[config.mk]
export PLATFORM = sky130hd
export DESIGN_NAME = pix_alpha_blend
export DESIGN_NICKNAME = d
export VERILOG_FILES = /design/src/rtl/blend_pkg.sv /design/src/rtl/blend_capture.sv /design/src/rtl/blend_mac.sv /design/src/rtl/blend_round.sv /design/src/rtl/pix_alpha_blend.sv
export SDC_FILE = /design/constraint.sdc
export NUM_CORES = 1
export LEC_CHECK = 0
export ABC_AREA = 1
export CAP_MARGIN = 20
export CORE_AREA = 2 2 171 173
export CTS_BUF_LIST = sky130_fd_sc_hd__clkbuf_16
export CTS_CLUSTER_SIZE = 25
export DETAILED_ROUTE_END_ITERATION = 10
export DIE_AREA = 0 0 173 175
export SLEW_MARGIN = 20
export SYNTH_ARGS = -nofsm -noshare
export SYNTH_HDL_FRONTEND = slang
export SYNTH_HIERARCHICAL = 1
export SYNTH_SLANG_ARGS = --single-unit
[constraint.sdc]
create_clock -name clk -period 12.2 [get_ports clk]
set_input_delay 2.44 -clock clk [delete_from_list [all_inputs] [get_ports clk]]
set_output_delay 2.44 -clock clk [all_outputs]
set_load 0.01 [all_outputs]
[src/rtl/blend_pkg.sv]
package blend_pkg;

  typedef enum logic [1:0] {
    RND_8    = 2'b00,
    RND_10   = 2'b01,
    RND_12   = 2'b10,
    RND_FULL = 2'b11
  } rnd_t;

  // Number of low output bits cleared for a given precision code.
  function automatic int drop_bits(input rnd_t code, input int out_w);
    case (code)
      RND_8:   return out_w - 8;
      RND_10:  return out_w - 10;
      RND_12:  return out_w - 12;
      default: return 0;
    endcase
  endfunction

endpackage

[src/rtl/blend_capture.sv]
module blend_capture
  import blend_pkg::*;
#(
  parameter int PIX_W = 12,
  parameter int AL_W  = 12
) (
  input  logic                    clk,
  input  logic                    rst,
  input  logic [PIX_W-1:0]        dina,
  input  logic [PIX_W-1:0]        dinb,
  input  logic [AL_W-1:0]         alpha,
  input  logic                    mixen,
  input  logic                    tc,
  input  rnd_t                    rnd,
  output logic signed [PIX_W:0]   a_o,
  output logic signed [PIX_W:0]   b_o,
  output logic [AL_W-1:0]         alpha_o,
  output logic                    tc_o,
  output rnd_t                    rnd_o,
  output logic                    vld_o
);

  localparam logic [AL_W-1:0] UNITY = AL_W'(1) << (AL_W - 1);

  logic [AL_W-1:0] alpha_sat;
  assign alpha_sat = (alpha > UNITY) ? UNITY : alpha;

  always_ff @(posedge clk) begin
    if (rst) begin
      a_o     <= '0;
      b_o     <= '0;
      alpha_o <= '0;
      tc_o    <= 1'b0;
      rnd_o   <= RND_FULL;
      vld_o   <= 1'b0;
    end else begin
      // Extend by one bit according to the format sampled with this pair.
      a_o   <= {(tc ? 1'b0 : dina[PIX_W-1]), dina};
      b_o   <= {(tc ? 1'b0 : dinb[PIX_W-1]), dinb};
      tc_o  <= tc;
      rnd_o <= rnd;
      vld_o <= 1'b1;
      if (mixen) alpha_o <= alpha_sat;
    end
  end

  p_alpha_le_unity_r4: assert property (@(posedge clk) disable iff (rst)
    alpha_o <= UNITY);

  p_alpha_held_r5: assert property (@(posedge clk) disable iff (rst)
    !mixen |=> $stable(alpha_o));

endmodule

[src/rtl/blend_mac.sv]
module blend_mac
  import blend_pkg::*;
#(
  parameter int PIX_W    = 12,
  parameter int AL_W     = 12,
  parameter bit ONE_MULT = 1'b1,
  localparam int SUM_W   = PIX_W + AL_W + 3
) (
  input  logic                    clk,
  input  logic                    rst,
  input  logic signed [PIX_W:0]   a_i,
  input  logic signed [PIX_W:0]   b_i,
  input  logic [AL_W-1:0]         alpha_i,
  input  logic                    tc_i,
  input  rnd_t                    rnd_i,
  input  logic                    vld_i,
  output logic signed [SUM_W-1:0] sum_o,
  output logic                    tc_o,
  output rnd_t                    rnd_o,
  output logic                    vld_o
);

  localparam logic [AL_W:0] UNITY_X = (AL_W+1)'(1) << (AL_W - 1);

  logic signed [SUM_W-1:0] sum_d;
  logic signed [AL_W:0]    coef_a;

  assign coef_a = $signed({1'b0, alpha_i});

  generate
    if (ONE_MULT) begin : g_one_mult
      // B*unity + alpha*(A - B): one multiplier, one shift.
      logic signed [PIX_W+1:0] diff;
      assign diff  = (PIX_W+2)'(a_i) - (PIX_W+2)'(b_i);
      assign sum_d = (SUM_W'(b_i) <<< (AL_W - 1)) + SUM_W'(diff) * SUM_W'(coef_a);
    end else begin : g_two_mult
      logic signed [AL_W:0] coef_b;
      assign coef_b = $signed(UNITY_X - {1'b0, alpha_i});
      assign sum_d  = SUM_W'(a_i) * SUM_W'(coef_a) + SUM_W'(b_i) * SUM_W'(coef_b);
    end
  endgenerate

  always_ff @(posedge clk) begin
    if (rst) begin
      sum_o <= '0;
      tc_o  <= 1'b0;
      rnd_o <= RND_FULL;
      vld_o <= 1'b0;
    end else begin
      sum_o <= sum_d;
      tc_o  <= tc_i;
      rnd_o <= rnd_i;
      vld_o <= vld_i;
    end
  end

endmodule

[src/rtl/blend_round.sv]
module blend_round
  import blend_pkg::*;
#(
  parameter int PIX_W  = 12,
  parameter int AL_W   = 12,
  parameter int OUT_W  = PIX_W + 1,
  localparam int SUM_W = PIX_W + AL_W + 3,
  localparam int RW    = SUM_W + 1,
  localparam int SH    = AL_W - 2
) (
  input  logic                    clk,
  input  logic                    rst,
  input  logic signed [SUM_W-1:0] sum_i,
  input  logic                    tc_i,
  input  rnd_t                    rnd_i,
  input  logic                    vld_i,
  output logic [OUT_W-1:0]        dout_o,
  output logic                    vld_o
);

  localparam logic [OUT_W-1:0] LOW8 = (OUT_W'(1) << (OUT_W - 8)) - OUT_W'(1);

  int                   drop;
  logic signed [RW-1:0] rsum, keep_mask, qv, lim;

  always_comb begin
    drop      = drop_bits(rnd_i, OUT_W);
    rsum      = RW'(sum_i) + (RW'(1) << (SH + drop - 1));
    keep_mask = ~((RW'(1) << drop) - RW'(1));
    qv        = (rsum >>> SH) & keep_mask;
    lim       = (tc_i ? ((RW'(1) << OUT_W) - RW'(1))
                      : ((RW'(1) << (OUT_W - 1)) - RW'(1))) & keep_mask;
  end

  always_ff @(posedge clk) begin
    if (rst) begin
      dout_o <= '0;
      vld_o  <= 1'b0;
    end else begin
      dout_o <= OUT_W'((qv > lim) ? lim : qv);
      vld_o  <= vld_i;
    end
  end

  p_round8_clears_r8: assert property (@(posedge clk) disable iff (rst)
    (vld_i && rnd_i == RND_8) |=> ((dout_o & LOW8) == '0));

  p_no_wrap_r9: assert property (@(posedge clk) disable iff (rst)
    (vld_i && !tc_i && !sum_i[SUM_W-1]) |=> !dout_o[OUT_W-1]);

endmodule

[src/rtl/pix_alpha_blend.sv]
module pix_alpha_blend
  import blend_pkg::*;
#(
  parameter int PIX_W    = 12,
  parameter int AL_W     = 12,
  parameter bit ONE_MULT = 1'b1,
  localparam int OUT_W   = PIX_W + 1,
  localparam int SUM_W   = PIX_W + AL_W + 3
) (
  input  logic             clk,
  input  logic             rst,
  input  logic [PIX_W-1:0] dina,
  input  logic [PIX_W-1:0] dinb,
  input  logic [AL_W-1:0]  alpha,
  input  logic             mixen,
  input  logic             tc,
  input  logic [1:0]       rnd,
  input  logic             oe,
  output logic [OUT_W-1:0] dout,
  output logic             dout_en
);

  logic signed [PIX_W:0]   s1_a, s1_b;
  logic [AL_W-1:0]         s1_alpha;
  logic                    s1_tc, s1_vld;
  rnd_t                    s1_rnd;
  logic signed [SUM_W-1:0] s2_sum;
  logic                    s2_tc, s2_vld;
  rnd_t                    s2_rnd;
  logic                    s3_vld;

  blend_capture #(.PIX_W(PIX_W), .AL_W(AL_W)) u_cap (
    .clk(clk), .rst(rst), .dina(dina), .dinb(dinb), .alpha(alpha),
    .mixen(mixen), .tc(tc), .rnd(rnd_t'(rnd)),
    .a_o(s1_a), .b_o(s1_b), .alpha_o(s1_alpha), .tc_o(s1_tc),
    .rnd_o(s1_rnd), .vld_o(s1_vld)
  );

  blend_mac #(.PIX_W(PIX_W), .AL_W(AL_W), .ONE_MULT(ONE_MULT)) u_mac (
    .clk(clk), .rst(rst), .a_i(s1_a), .b_i(s1_b), .alpha_i(s1_alpha),
    .tc_i(s1_tc), .rnd_i(s1_rnd), .vld_i(s1_vld),
    .sum_o(s2_sum), .tc_o(s2_tc), .rnd_o(s2_rnd), .vld_o(s2_vld)
  );

  blend_round #(.PIX_W(PIX_W), .AL_W(AL_W), .OUT_W(OUT_W)) u_rnd (
    .clk(clk), .rst(rst), .sum_i(s2_sum), .tc_i(s2_tc), .rnd_i(s2_rnd),
    .vld_i(s2_vld), .dout_o(dout), .vld_o(s3_vld)
  );

  assign dout_en = s3_vld & ~oe;

  p_enable_after_fill_r10: assert property (@(posedge clk) disable iff (rst)
    dout_en |-> !$past(rst));

endmodule

==> impl_metrics.yaml, run 1 <==
status:
  status: "finished, final reports clean"
worst_setup_path:
  crit_path_max_fanout: 8
  r2r-start: "u_cap/b_o[8]$_SDFF_PP0_"
  worstPathArrival_ns: 7.54
  path_depth: 29
  end_kind: "flop"
  crit_path_start_kind: "flop"
  cp_slowest_cell: "fa_1"
  path_buf_inv: 6
  max_stage_delay_ns: 0.54
  crit_start: "u_cap/b_o[8]$_SDFF_PP0_"
  reg2regPathDepth: 29
  crit_end: "u_mac/sum_o[23]$_SDFF_PP0_"
  critPathRequiredTime_ns: 12.46
  cp_top_family: "adder cells"
  reg2reg_slack_ns: 4.92
  r2r-end: "u_mac/sum_o[23]$_SDFF_PP0_"
  worst-setup-path-type: "flop to flop"
run:
  drv_cap: 0
floorplanning:
  rows: 62
  die_w_um: 173
  start_util: 0.444
  die_h_um: 175
  fp.coreArea_mm2: 0.0284
  die_area_mm2: 0.0303
  ioPinCount: 57
finish:
  layout-drive-gt1-share: 0.0302
  utilization: 0.489
  area_growth_pct: 10.0
  fill_cells: 2990
  multi_input_area_mm2: 0.00919
  ff_latch_area_mm2: 0.00172
  n_antenna_cell: 0
  layout.nets: 2178
grt:
  grt_overflow: 0
  grt_pass1_vias: 11600
  grt_antenna_before_repair: 0
  grt_use_met1: 0.293
  grt_use_met3: 0.0296
  grt_max_degree: 51
  grt_use_total: 0.244
  gr-usage-met2: 0.448
  grt_pass1_wl_mm: 58.1
  top_usage_layer: "met2"
sta:
  clock_skew_ns: 0.0106
  tightest_slew_ns: 0.886
  finalSetupViolCount: 0
  finalCritPeriodShare: 0.597
  max_freq_ghz: 0.137
  period_needed_ns: 7.28
  final_max_slew_viol_count: 0
  rsz0062_at_grt: "no"
  hold_ws_ns: 0.399
  fin_ws_ns: 4.92
  hold_viol: 0
  relSlewSlack: 0.405
  fin_setup_tns_ns: 0
cts:
  cts_buffers: 9
  clk_pin_slew_ns: 0.07
  cts_tree: "yes"
  cts_resized: 0
  cts_root_buffer: "clkbuf_16"
  post_cts_buffers: 0
  clk_latency_ns: 0.36
  clockBufferDepth: 2
  cts.sinks: 86
  cts_max_level: 3
  cts_hold_buf: 0
synth:
  avgSynthCellArea_um2: 7.05
  yosys_warnings: 6
  synth_area_mm2: 0.0126
  syn_inst: 1788
detailed_routing:
  post_drt_wl_per_cell_um: 15.3
  drt_iter0_drc: 681
  routed_wl_mm: 34.3
  ant_nets: 0
  firstDrtPassIters: 5
  drc_errors: 0
  vias_per_cell: 4.88
  vias: 10900
place:
  port_buffers: 56
  gp_congestion: 0.920
  post-place-ws_ns: 4.97
  hpwl_mm: 29.5
pwr:
  powerDensity_mw_per_mm2: 238
  ir_drop_v: 0.000161
  total_leakage_power_nw: 7.73
  power_mw: 3.30
min_path:
  hold_path_class: "flop to flop"
[flip-flops by register name, summed over array words and instances, names as in the netlist]
register,count
u_mac/sum_o,26
u_cap/a_o,13
u_cap/b_o,13
u_rnd/dout_o,13
u_cap/alpha_o,12
u_cap/rnd_o,2
u_mac/rnd_o,2
u_cap/tc_o,1
u_cap/vld_o,1
u_mac/tc_o,1
u_mac/vld_o,1
u_rnd/vld_o,1
[stage by stage]
| stage | area [µm²] | instances |
|---|---|---|
| final | 13900 | 2236 |
| after CTS | 13900 | 2236 |
| after floorplan | 12700 | 1805 |
| after global routing | 13900 | 2236 |
| after detailed placement | 13600 | 2220 |
| after global placement | 13600 | 2220 |
[routing by layer]
layer  part of all wire  vias to the layer above
met5                  0                        -
met4              0.032                        0
met3              0.047                       62
met2               0.51                      275
met1               0.42                     5134
li1                   -                     5448
[worst min-delay path by stage]
stage | from | end | slack (ns) | cells past startpoint
2_1_floorplan | u_cap/tc_o$_SDFF_PP0_ | u_mac/tc_o$_SDFF_PP0_ | 0.39 | 2
6_report | u_cap/tc_o$_SDFF_PP0_ | u_mac/tc_o$_SDFF_PP0_ | 0.40 | 2
5_1_grt | u_cap/rnd_o[1]$_SDFF_PP1_ | u_mac/rnd_o[1]$_SDFF_PP1_ | 0.43 | 1
4_1_cts | u_cap/tc_o$_SDFF_PP0_ | u_mac/tc_o$_SDFF_PP0_ | 0.41 | 2
3_3_place_gp | u_mac/vld_o$_SDFF_PP0_ | u_rnd/vld_o$_SDFF_PP0_ | 0.39 | 2
3_5_place_dp | u_mac/vld_o$_SDFF_PP0_ | u_rnd/vld_o$_SDFF_PP0_ | 0.40 | 2
[worst reg2reg max path: cells and delay by family (launching register included)]
kind | cells | cell delay, ns
flip-flops | 1 | 0.31
adder cells (fa/ha/maj) | 8 | 3.73
AO/OA/AOI/OAI | 3 | 0.67
buffers and inverters | 6 | 0.80
AND/OR/NAND/NOR | 12 | 1.68
[final cells by class]
class | count | share of cell area
inverters | 434 | 0.117
well taps | 384 | 0.0346
repair buffers | 57 | 0.0406
flip-flops and latches | 86 | 0.124
clock inverters | 7 | 0.00460
multi-input cells | 1259 | 0.662
clock buffers | 9 | 0.0162
[where the power goes]
part | internal [mW] | total [mW] | switching [mW]
sequential | 0.347 | 0.385 | 0.0379
combinational | 0.950 | 2.62 | 1.67
clock | 0.158 | 0.289 | 0.131
total | 1.45 | 3.30 | 1.84
[cell usage in the layout (no fill, tap or decap), drive strengths merged, types with 2 or more instances in the layout]
master and count:
o21ai 26, and2 16, or2 13, clkbuf 9, nor2 227, nand3 118
o21a 4, nand4 19, xnor2 3, ha 114, nand2 425, nand3b 7
inv 431, buf 2, nor3 6, dfxtp 86, fa 174, clkinv 9
o21bai 4, clkdlybuf4s50 55, a21o 3, a21oi 80, conb 18
No activity file was read; power rests on OpenSTA's default activity.
==> run 2: changes to the inputs <==
- clock period: 12.2 -> 7.43 ns (I/O delays scaled with it)
==> impl_metrics.yaml, run 2 (synthesis gave the netlist of run 1 again) <==
place:
  dp_cells: 2226
  port_buffers: 56
  hpwl_mm: 29.5
  gp_congestion: 0.924
  post-place-ws_ns: 0.447
sta:
  max_freq_ghz: 0.145
  fin_ws_ns: 0.513
  clock_skew_ns: 0.0125
  tightest_slew_ns: 0.745
  hold_viol: 0
  fin_setup_tns_ns: 0
  final_max_slew_viol_count: 0
  finalSetupViolCount: 0
  hold_ws_ns: 0.405
  finalCritPeriodShare: 0.931
  relSlewSlack: 0.503
  period_needed_ns: 6.92
  rsz0062_at_grt: "no"
floorplanning:
  start_util: 0.444
  rows: 62
  fp.coreArea_mm2: 0.0284
  die_w_um: 173
  ioPinCount: 57
  die_area_mm2: 0.0303
  die_h_um: 175
grt:
  grt_pass1_vias: 11400
  grt_antenna_before_repair: 0
  grt_max_degree: 51
  grt_use_total: 0.239
  grt_overflow: 0
  grt_pass1_wl_mm: 57.1
detailed_routing:
  ant_nets: 0
  vias_per_cell: 4.87
  firstDrtPassIters: 5
  post_drt_wl_per_cell_um: 15.3
  routed_wl_mm: 34.4
  vias: 10900
  drt_iter0_drc: 618
  drc_errors: 0
status:
  status: "finished, final reports clean"
pwr:
  intPower_mw: 2.41
  powerDensity_mw_per_mm2: 389
  p_switching_mw: 3.04
  comb_power_share: 0.797
  seq_power_share: 0.116
  switching_share: 0.557
  ir_drop_v: 0.000316
  pwr-share-clk: 0.087
  total_leakage_power_nw: 7.78
cts:
  clockBufferDepth: 2
  clk_pin_slew_ns: 0.07
  cts.sinks: 86
  clk_latency_ns: 0.36
  cts_tree: "yes"
  cts_hold_buf: 0
  cts_buffers: 9
  cts_max_level: 3
  cts_root_buffer: "clkbuf_16"
finish:
  final_cell_mix: "427 x inv_1, 411 x nand2_1, 220 x nor2_1"
  layout-drive-gt1-share: 0.0403
  largest_reg_flops: 26
  area_growth_pct: 11.0
  regMostFlops: "u_mac/sum_o"
  fin_cells: 2247
  final_common_cell: "inv_1"
  layout.nets: 2190
  utilization: 0.493
  n_antenna_cell: 0
worst_setup_path:
  max_stage_delay_ns: 0.61
  end_kind: "flop"
  crit_path_max_fanout: 8
  worst-setup-path-type: "flop to flop"
  worstPathArrival_ns: 7.17
  critPathRequiredTime_ns: 7.68
  cp_slowest_cell: "fa_1"
  crit_path_start_kind: "flop"
run:
  drv_cap: 0
min_path:
  hold_path_class: "flop to flop"
-- run 2: cell types whose count changed in the layout (fill, tap and decap cells not counted) --
cell	before	now
ha_4	0	1
nor2_1	223	220
buf_4	1	13
clkinv_1	7	4
inv_8	0	1
inv_1	428	427
nor2_2	4	7
ha_1	114	113
clkinvlp_4	0	2
-- run 2: worst max-delay path: cells and delay by family (launching register included) --
family / cells / cell delay (ns)
flops: 1 / 0.32
simple gates: 10 / 1.32
fa+ha+maj: 8 / 4.00
buf+inv: 7 / 0.55
compound gates: 3 / 0.61
-- run 2: cell type report --
| type | instances | area (µm²) |
|---|---|---|
| well taps | 384 | 480 |
| repair buffers | 69 | 653 |
| clock buffers | 9 | 225 |
| flip-flops and latches | 86 | 1720 |
| fillers | 2955 | 14400 |
| multi-input cells | 1259 | 9210 |
| clock inverters | 6 | 71.3 |
| inverters | 434 | 1630 |
-- run 2: stage by stage --
stage	area [µm²]	power, mW
final	14000	5.45
after global routing	14000	6.17
after CTS	13900	5.40
after detailed placement	13600	4.90
after global placement	13600	4.87
after floorplan	12700	3.86
-- run 2: power by group through the flow --
stage / Clock (mW) / Combinational, mW / Sequential (mW)
2_1_floorplan: 0 / 3.23 / 0.628
3_3_place_gp: 0 / 4.22 / 0.641
3_5_place_dp: 0 / 4.26 / 0.642
4_1_cts: 0.486 / 4.29 / 0.632
5_1_grt: 0.504 / 5.03 / 0.644
6_report: 0.474 / 4.34 / 0.631
-- run 2: path summary, 6_finish.rpt --
kind | to | slack [ns] | cells past startpoint | start
setup / recovery | u_mac/sum_o[25]$_SDFF_PP0_ | 0.51 | 28 | u_cap/b_o[8]$_SDFF_PP0_
hold / removal | u_rnd/vld_o$_SDFF_PP0_ | 0.40 | 2 | u_mac/vld_o$_SDFF_PP0_
setup reg to reg | u_mac/sum_o[25]$_SDFF_PP0_ | 0.51 | 28 | u_cap/b_o[8]$_SDFF_PP0_
hold reg to reg | u_rnd/vld_o$_SDFF_PP0_ | 0.40 | 2 | u_mac/vld_o$_SDFF_PP0_
-- run 2: layer usage --
| metal | wire [µm] | track usage | vias up | share of wire |
|---|---|---|---|---|
| li1 | - | - | 5472 | - |
| met1 | 14500 | 0.289 | 5157 | 0.42 |
| met2 | 17500 | 0.447 | 263 | 0.51 |
| met3 | 1510 | 0.0259 | 53 | 0.044 |
| met4 | 819 | 0.0696 | 0 | 0.024 |
| met5 | 0 | 0 | - | 0 |
-- run 2: timing repair --
action	CTS	global route
buffers inserted	0	6
hold endpoints to repair	0	0
resized for setup	0	5
endpoints found under the setup margin	0	6
